[src/rtl/attr_pkg.sv]
package attr_pkg;
  localparam int REG_W     = 8;
  localparam int IDX_W     = 5;
  localparam int NUM_PAL   = 16;
  localparam int PAL_W     = 6;
  localparam int PAL_AW    = $clog2(NUM_PAL);
  localparam int PIX_W     = 4;
  localparam int DAC_W     = 8;
  localparam int NUM_MISC  = 5;
  localparam int MISC_BASE = NUM_PAL;
  localparam int MISC_AW   = $clog2(NUM_MISC);
  localparam int LAST_IDX  = MISC_BASE + NUM_MISC - 1;

  // slot order inside the extra-register bank
  localparam int SLOT_MODE   = 0;
  localparam int SLOT_BORDER = 1;
  localparam int SLOT_PLANE  = 2;
  localparam int SLOT_PAN    = 3;
  localparam int SLOT_CSEL   = 4;
  localparam int PSEL_BIT    = 7;

  typedef logic [REG_W-1:0] reg_t;
  typedef logic [PAL_W-1:0] pal_entry_t;
  typedef logic [NUM_PAL-1:0][PAL_W-1:0] pal_arr_t;
  typedef logic [NUM_MISC-1:0][REG_W-1:0] misc_arr_t;

  // widen a palette entry into a DAC index
  function automatic logic [DAC_W-1:0] attr_color_out(
    input pal_entry_t entry, input logic psel, input reg_t csel);
    logic [DAC_W-1:0] res;
    res[7:6] = csel[3:2];
    if (psel) res[5:0] = {csel[1:0], entry[3:0]};
    else      res[5:0] = entry;
    return res;
  endfunction
endpackage

[src/rtl/attr_index_ctrl.sv]
module attr_index_ctrl
  import attr_pkg::*;
(
  input  logic             clk,
  input  logic             rst_n,
  input  logic             wr_stb,
  input  logic [REG_W-1:0] wr_data,
  input  logic             sts_rd,
  output logic             phase,
  output logic [IDX_W-1:0] index,
  output logic             data_wr
);
  logic             phase_q;
  logic [IDX_W-1:0] index_q;

  always_ff @(posedge clk or negedge rst_n) begin
    if (!rst_n) begin
      phase_q <= 1'b0;
      index_q <= '0;
    end else begin
      if (wr_stb && !phase_q) index_q <= wr_data[IDX_W-1:0];
      if (sts_rd)      phase_q <= 1'b0;
      else if (wr_stb) phase_q <= ~phase_q;
    end
  end

  assign phase   = phase_q;
  assign index   = index_q;
  assign data_wr = wr_stb & phase_q;
endmodule

[src/rtl/attr_reg_file.sv]
module attr_reg_file
  import attr_pkg::*;
(
  input  logic             clk,
  input  logic             rst_n,
  input  logic             data_wr,
  input  logic [IDX_W-1:0] index,
  input  logic [REG_W-1:0] wr_data,
  output logic [REG_W-1:0] rdata,
  output pal_arr_t         pal,
  output reg_t             mode,
  output reg_t             plane_en,
  output reg_t             csel,
  output logic             known_hit
);
  pal_arr_t              pal_q;
  misc_arr_t             misc_q;
  logic [NUM_PAL-1:0]    pal_we;
  logic [NUM_MISC-1:0]   misc_we;
  logic [IDX_W-1:0]      misc_diff;
  logic [MISC_AW-1:0]    misc_off;

  for (genvar g = 0; g < NUM_PAL; g++) begin : g_pal_we
    assign pal_we[g] = data_wr && (index == IDX_W'(g));
  end
  for (genvar m = 0; m < NUM_MISC; m++) begin : g_misc_we
    assign misc_we[m] = data_wr && (index == IDX_W'(MISC_BASE + m));
  end

  assign known_hit = (index <= IDX_W'(LAST_IDX));

  always_ff @(posedge clk or negedge rst_n) begin
    if (!rst_n) begin
      pal_q  <= '0;
      misc_q <= '0;
    end else begin
      for (int i = 0; i < NUM_PAL; i++)
        if (pal_we[i]) pal_q[i] <= wr_data[PAL_W-1:0];
      for (int j = 0; j < NUM_MISC; j++)
        if (misc_we[j]) misc_q[j] <= wr_data;
    end
  end

  assign misc_diff = index - IDX_W'(MISC_BASE);
  assign misc_off  = misc_diff[MISC_AW-1:0];

  always_comb begin
    rdata = '0;
    if (index < IDX_W'(NUM_PAL))
      rdata = REG_W'(pal_q[index[PAL_AW-1:0]]);
    else if (known_hit)
      rdata = misc_q[misc_off];
  end

  assign pal      = pal_q;
  assign mode     = misc_q[SLOT_MODE];
  assign plane_en = misc_q[SLOT_PLANE];
  assign csel     = misc_q[SLOT_CSEL];
endmodule

[src/rtl/attr_pix_path.sv]
module attr_pix_path
  import attr_pkg::*;
(
  input  logic             clk,
  input  logic             rst_n,
  input  logic             pix_vld,
  input  logic [PIX_W-1:0] pix_in,
  input  pal_arr_t         pal,
  input  reg_t             mode,
  input  reg_t             plane_en,
  input  reg_t             csel,
  output logic             dac_vld,
  output logic [DAC_W-1:0] dac_idx
);
  logic [PIX_W-1:0] masked;
  pal_entry_t       entry;
  logic [DAC_W-1:0] dac_nxt;

  assign masked  = pix_in & plane_en[PIX_W-1:0];
  assign entry   = pal[masked];
  assign dac_nxt = attr_color_out(entry, mode[PSEL_BIT], csel);

  always_ff @(posedge clk or negedge rst_n) begin
    if (!rst_n) begin
      dac_vld <= 1'b0;
      dac_idx <= '0;
    end else begin
      dac_vld <= pix_vld;
      if (pix_vld) dac_idx <= dac_nxt;
    end
  end
endmodule

[src/rtl/attr_ctrl.sv]
module attr_ctrl
  import attr_pkg::*;
(
  input  logic             clk,
  input  logic             rst_n,
  input  logic             wr_stb,
  input  logic [REG_W-1:0] wr_data,
  input  logic             sts_rd,
  output logic [REG_W-1:0] idx_rdata,
  output logic [REG_W-1:0] reg_rdata,
  input  logic             pix_vld,
  input  logic [PIX_W-1:0] pix_in,
  output logic             dac_vld,
  output logic [DAC_W-1:0] dac_idx
);
  logic             phase_w;
  logic [IDX_W-1:0] cur_index;
  logic             data_wr;
  logic             known_hit;
  pal_arr_t         pal_w;
  reg_t             mode_w;
  reg_t             plane_w;
  reg_t             csel_w;

  attr_index_ctrl u_index (
    .clk(clk), .rst_n(rst_n), .wr_stb(wr_stb), .wr_data(wr_data),
    .sts_rd(sts_rd), .phase(phase_w), .index(cur_index), .data_wr(data_wr)
  );

  attr_reg_file u_regs (
    .clk(clk), .rst_n(rst_n), .data_wr(data_wr), .index(cur_index),
    .wr_data(wr_data), .rdata(reg_rdata), .pal(pal_w), .mode(mode_w),
    .plane_en(plane_w), .csel(csel_w), .known_hit(known_hit)
  );

  attr_pix_path u_pix (
    .clk(clk), .rst_n(rst_n), .pix_vld(pix_vld), .pix_in(pix_in),
    .pal(pal_w), .mode(mode_w), .plane_en(plane_w), .csel(csel_w),
    .dac_vld(dac_vld), .dac_idx(dac_idx)
  );

  assign idx_rdata = {{(REG_W-IDX_W){1'b0}}, cur_index};
endmodule

[config.mk]
export PLATFORM = sky130hd
export DESIGN_NAME = attr_ctrl
export DESIGN_NICKNAME = d
export VERILOG_FILES = /design/src/rtl/attr_pkg.sv /design/src/rtl/attr_index_ctrl.sv /design/src/rtl/attr_reg_file.sv /design/src/rtl/attr_pix_path.sv /design/src/rtl/attr_ctrl.sv
export SDC_FILE = /design/constraint.sdc
export NUM_CORES = 1
export LEC_CHECK = 0
export ABC_AREA = 1
export BUFFER_PORTS_ARGS = -buffer_cell sky130_fd_sc_hd__buf_2
export CORE_AREA = 2 2 133 135
export CTS_CLUSTER_DIAMETER = 80
export DETAILED_ROUTE_END_ITERATION = 10
export DIE_AREA = 0 0 135 137
export PLACE_DENSITY = 0.69
export SYNTH_ARGS = -nofsm -noshare
export SYNTH_HDL_FRONTEND = slang
export SYNTH_HIERARCHICAL = 1
export SYNTH_SLANG_ARGS = --single-unit
export TNS_END_PERCENT = 50
[constraint.sdc]
create_clock -name clk -period 1.9 [get_ports clk]
set_input_delay 0.475 -clock clk [delete_from_list [all_inputs] [get_ports clk]]
set_output_delay 0.475 -clock clk [all_outputs]
set_load 0.01 [all_outputs]
Word level (Yosys, flattened, before mapping)
Index checks and enable logic that the tools add are counted.
{ "word_totals": {"output_inout_bits": 25, "register_bits": 151, "word_cells": 90, "inputBits": 17} }
{ "op_classes": {"reduce_logical": 25, "n_bitwise": 3, "n_lt_le_gt_ge": 5, "n_mux": 11, "add_sub_neg": 1, "n_eq_ne": 20} }
{ "op_table": {"columns": ["operator", "n"], "rows": [
  ["6-bit binary-select mux with 4-bit select", 2],
  ["5-bit by 4-bit equality test with 1-bit output (second input constant)", 8],
  ["5-bit equality test (second input constant)", 5],
  ["8-bit binary-select mux with 3-bit select", 1],
  ["8-bit 2-to-1 mux", 3],
  ["1-bit logical AND", 22],
  ["5-bit by 3-bit equality test with 1-bit output (second input constant)", 4],
  ["6-bit 2-to-1 mux", 3],
  ["5-bit by 2-bit equality test with 1-bit output (second input constant)", 2],
  ["4-bit by 5-bit less-than comparator with 1-bit output (second input constant)", 2],
  ["5-bit by 1-bit equality test with 1-bit output (second input constant)", 1],
  ["5-bit <= comparator (second input constant)", 1],
  ["5-bit logical NOT", 1],
  ["5-bit less-than comparator (second input constant)", 1],
  ["4-bit bitwise AND", 1],
  ["3-bit by 4-bit less-than comparator with 1-bit output (second input constant)", 1],
  ["3-bit by 1-bit subtractor with 3-bit output (second input constant)", 1],
  ["1-bit 2-to-1 mux", 2],
  ["2-bit nonzero test", 1],
  ["1-bit bitwise AND", 1],
  ["1-bit logical NOT", 1],
  ["1-bit inverter", 1]
]} }

Longest topological paths before layout
{ "logic_depth": {"ltp_word": 5, "mapped_depth": 13, "depth_no_buf": 10} }

Modules after synthesis
Netlist, hierarchy kept.
{ "by_module_without_submodules": {"columns": ["mod", "area_per_inst_um2", "instances", "cells_each", "seq_area_each_um2"], "rows": [
  ["attr_reg_file", 6660.1, 1, 853, 3403.3],
  ["attr_pix_path", 1460.2, 1, 296, 225.2],
  ["attr_index_ctrl", 256.5, 1, 30, 150.1],
  ["attr_ctrl", 26.3, 1, 4, 0.0]
]} }

Worst setup path after synthesis
No wires, ideal clock.
{ "synth_timing": {"kind": "flip-flop to output port", "from": "reg u_index.index_q[0], in the netlist u_index/index[0]", "to": "out reg_rdata[6]", "path_stages_with_launch": 7, "path_buffers": 2, "slack_ns": 0.027, "arrival_ns": 1.398, "required_ns": 1.425, "cell_sequence": "dfrtp_1 buf_6 nor2_4 o21ai_1 or2_1 buf_2 nor3_1"} }
{ "synth_between": {"elab_chain_len": 5, "word_cells_on_any_way": 7, "cone_classes": "add/sub (1); order compare (2); mux (4)"} }
{ "synth_lines": {"columns": ["element", "line_no", "source"], "rows": [
  ["start: declaration", "attr_index_ctrl.sv:14", "logic [IDX_W-1:0] index_q;"],
  ["start signal: assignment", "attr_index_ctrl.sv:21", "if (wr_stb && !phase_q) index_q <= wr_data[IDX_W-1:0];"],
  ["3-bit by 1-bit subtractor with 3-bit output", "attr_reg_file.sv:44", "assign misc_diff = index - IDX_W'(MISC_BASE);"],
  ["8-bit binary-select mux with 3-bit select", "attr_reg_file.sv:52", "rdata = misc_q[misc_off];"],
  ["8-bit 2-to-1 mux (not written as such)", "attr_reg_file.sv:52", null],
  ["8-bit 2-to-1 mux", "attr_reg_file.sv:51", "else if (known_hit)"],
  ["8-bit 2-to-1 mux *", "attr_reg_file.sv:49", "if (index < IDX_W'(NUM_PAL))"],
  ["end: declaration", "attr_ctrl.sv:10", "output logic [REG_W-1:0] reg_rdata,"]
]} }
Every way passes the cells marked *; elsewhere a longest branch is shown, timed or not. The select of a mux whose other input is x is not followed.

Worst setup path in the final report
{ "layout_timing": {"from": "reg u_index.index_q[0], in the netlist u_index/index[0]", "to": "out reg_rdata[3]"} }
The elaborated chain is that of the path after synthesis.

==> metrics.txt <==
Post-DP HPWL=16.5 mm; CTS sink cnt=151; fin. max-slew vios=0; GRT Resource Usage Total=0.278; wire length per cell=16.7 um; CP max FO=8; Pre-Repair DR Iteration Count=5; final WL=24.4 mm; io pins=42; vias in the first global route=7,298; CTS Buf Count=17; fmax=411 MHz; PD cells=1130 nW/um^2; Peak VDD IR=0.000872 V; layout cells sized above 1=0.166; Lkg Pwr=4.92 nW; Finished Layout Cells=1,457; synthesized area=8290 sq um; GR Overflow Total=0; area growth from synthesis to layout=16.4%; status=finished, violations left; WP data arrival=1.96 ns; Final Net Count=1,236; Setup WS post-layout=-0.532 ns; via count=7,857; H-tree depth=4; Required @ worst endpoint=1.42 ns; Crit. End Element=primary output; post-CTS setup buffer count=0; min Tclk post-route=2.43 ns; placed cells=1,424; full die area=18,500 sq um; Clock Root Buffer=clkbuf_16; CTS tree=built; Startpoint Class=register; gpl congestion=0.911; Clock Skew=0.00915 ns; initial drt markers=882; Hold Violations, Final=0; diode count=0; Core Area=17,100 sq um; initial antenna violation count=0; Initial Util=0.486; Max Cap Violations=0; # setup viols final=8; period utilization=1.28; clk slew on worst S/H paths=0.06 ns; DP Area=8980 sq um; Yosys Warn Count=6; post-DR vias/cell=5.39; I/O Buffers=38; Hold WC Path Type=input pin to register; Post-Synthesis Cells=1,167; FP Rows=48; post-route ant nets=0; largest net degree at the start of global routing=53; Clock Tree Buf Depth=2; Die Width=135 um; Die Height=137 um; syn avg cell area=7.10 sq um; CP Class=register to primary output; worst skew pair latency=0.43 ns; failing checks=negative setup slack; post-route cell area=9650 sq um; # DRC=0; first-pass GRT wire length=39.5 mm; RSZ-0062 raised after global routing=yes
==> what timing repair did <==
action,4_1_cts,5_1_grt
pin swaps,0,0
endpoints found under the hold margin,31,0
setup endpoints to repair,11,73
hold buffers,1,0
gates resized for setup,11,21
==> critical path: stages (launching register included) <==
cell and delay, ns:
dfrtp_2 0.46, inv_4 0.11, buf_4 0.16, nand2_4 0.09
buf_4 0.15, o22ai_1 0.15, o21ai_0 0.15, nand2_1 0.09
nand2_1 0.05, buf_2 0.13
==> power by group <==
part | leakage, nW | switching, W | internal (W)
Clock | 0.284 | 0.00145 | 0.00197
Sequential | 2.03 | 0.000548 | 0.00386
Combinational | 2.61 | 0.00183 | 0.00122
==> layout by cell type (no fill, tap or decap), types with 3 or more instances in the layout <==
master / instances
inv_2: 5
nor2_4: 5
nand2_4: 4
buf_12: 12
o21ai_2: 11
o21ai_1: 57
inv_1: 44
a21oi_1: 10
dfrtp_1: 149
inv_6: 6
conb_1: 3
nand2_1: 567
nand2_2: 26
nand3_1: 84
buf_4: 63
o21ai_0: 81
clkinvlp_4: 3
nor2_1: 13
o22ai_1: 12
clkbuf_16: 17
buf_2: 37
==> per-stage QoR <==
stage | TNS (ns) | hold WS (ns) | util | total power [W] | setup slack, ns
after floorplan | 0 | 0.179 | - | 0.00625 | 0.0464
after detailed placement | -1.34 | 0.400 | 0.526 | 0.00740 | -0.237
after global placement | -1.19 | 0.398 | 0.526 | 0.00735 | -0.228
final | -4.11 | 0.269 | 0.566 | 0.0109 | -0.532
after CTS | -4.19 | 0.262 | 0.563 | 0.0109 | -0.536
after global routing | -5.20 | 0.281 | 0.566 | 0.0115 | -0.679
==> layout make-up <==
cell class,instances,area [sq um]
Clock buffer,17,425
Tap cell,225,282
Fill cell,1651,7410
Sequential cell,151,3780
Timing Repair Buffer,115,931
Clock inverter,15,169
Inverter,52,198
Multi-Input combinational cell,882,3860
==> layer usage <==
layer  global-route usage  up-vias  routed length, um
met5                    0        -                  0
met4               0.0995        0                658
li1                     -     3787                  -
met1                0.396     3678              11100
met3               0.0678       51               1880
met2                0.414      341              10700
==> worst paths after layout <==
| kind | startpoint | to | slack [ns] | cells after the start |
|---|---|---|---|---|
| max reg2reg | u_index/index[0] | u_regs/pal[84] | 0.11 | 8 |
| max | u_index/index[0] | reg_rdata[3] | -0.53 | 9 |
| min in group asynchronous | rst_n | u_regs/pal[14] | 0.52 | 2 |
| min | sts_rd | u_index/phase | 0.27 | 4 |
| min reg2reg | u_pix/dac_idx[5] | u_pix/dac_idx[5] | 0.47 | 2 |
| max in group asynchronous | rst_n | u_index/index[1] | 0.77 | 3 |
==> sequential cells by signal, indices dropped and copies added, names as in the netlist <==
signal           flops
u_regs/pal          96
u_index/phase        1
u_regs/csel          8
u_regs/misc_q       16
u_index/index        5
u_regs/mode          8
u_pix/dac_vld        1
u_pix/dac_idx        8
u_regs/plane_en      8
Power figures use the tool's default switching activity.
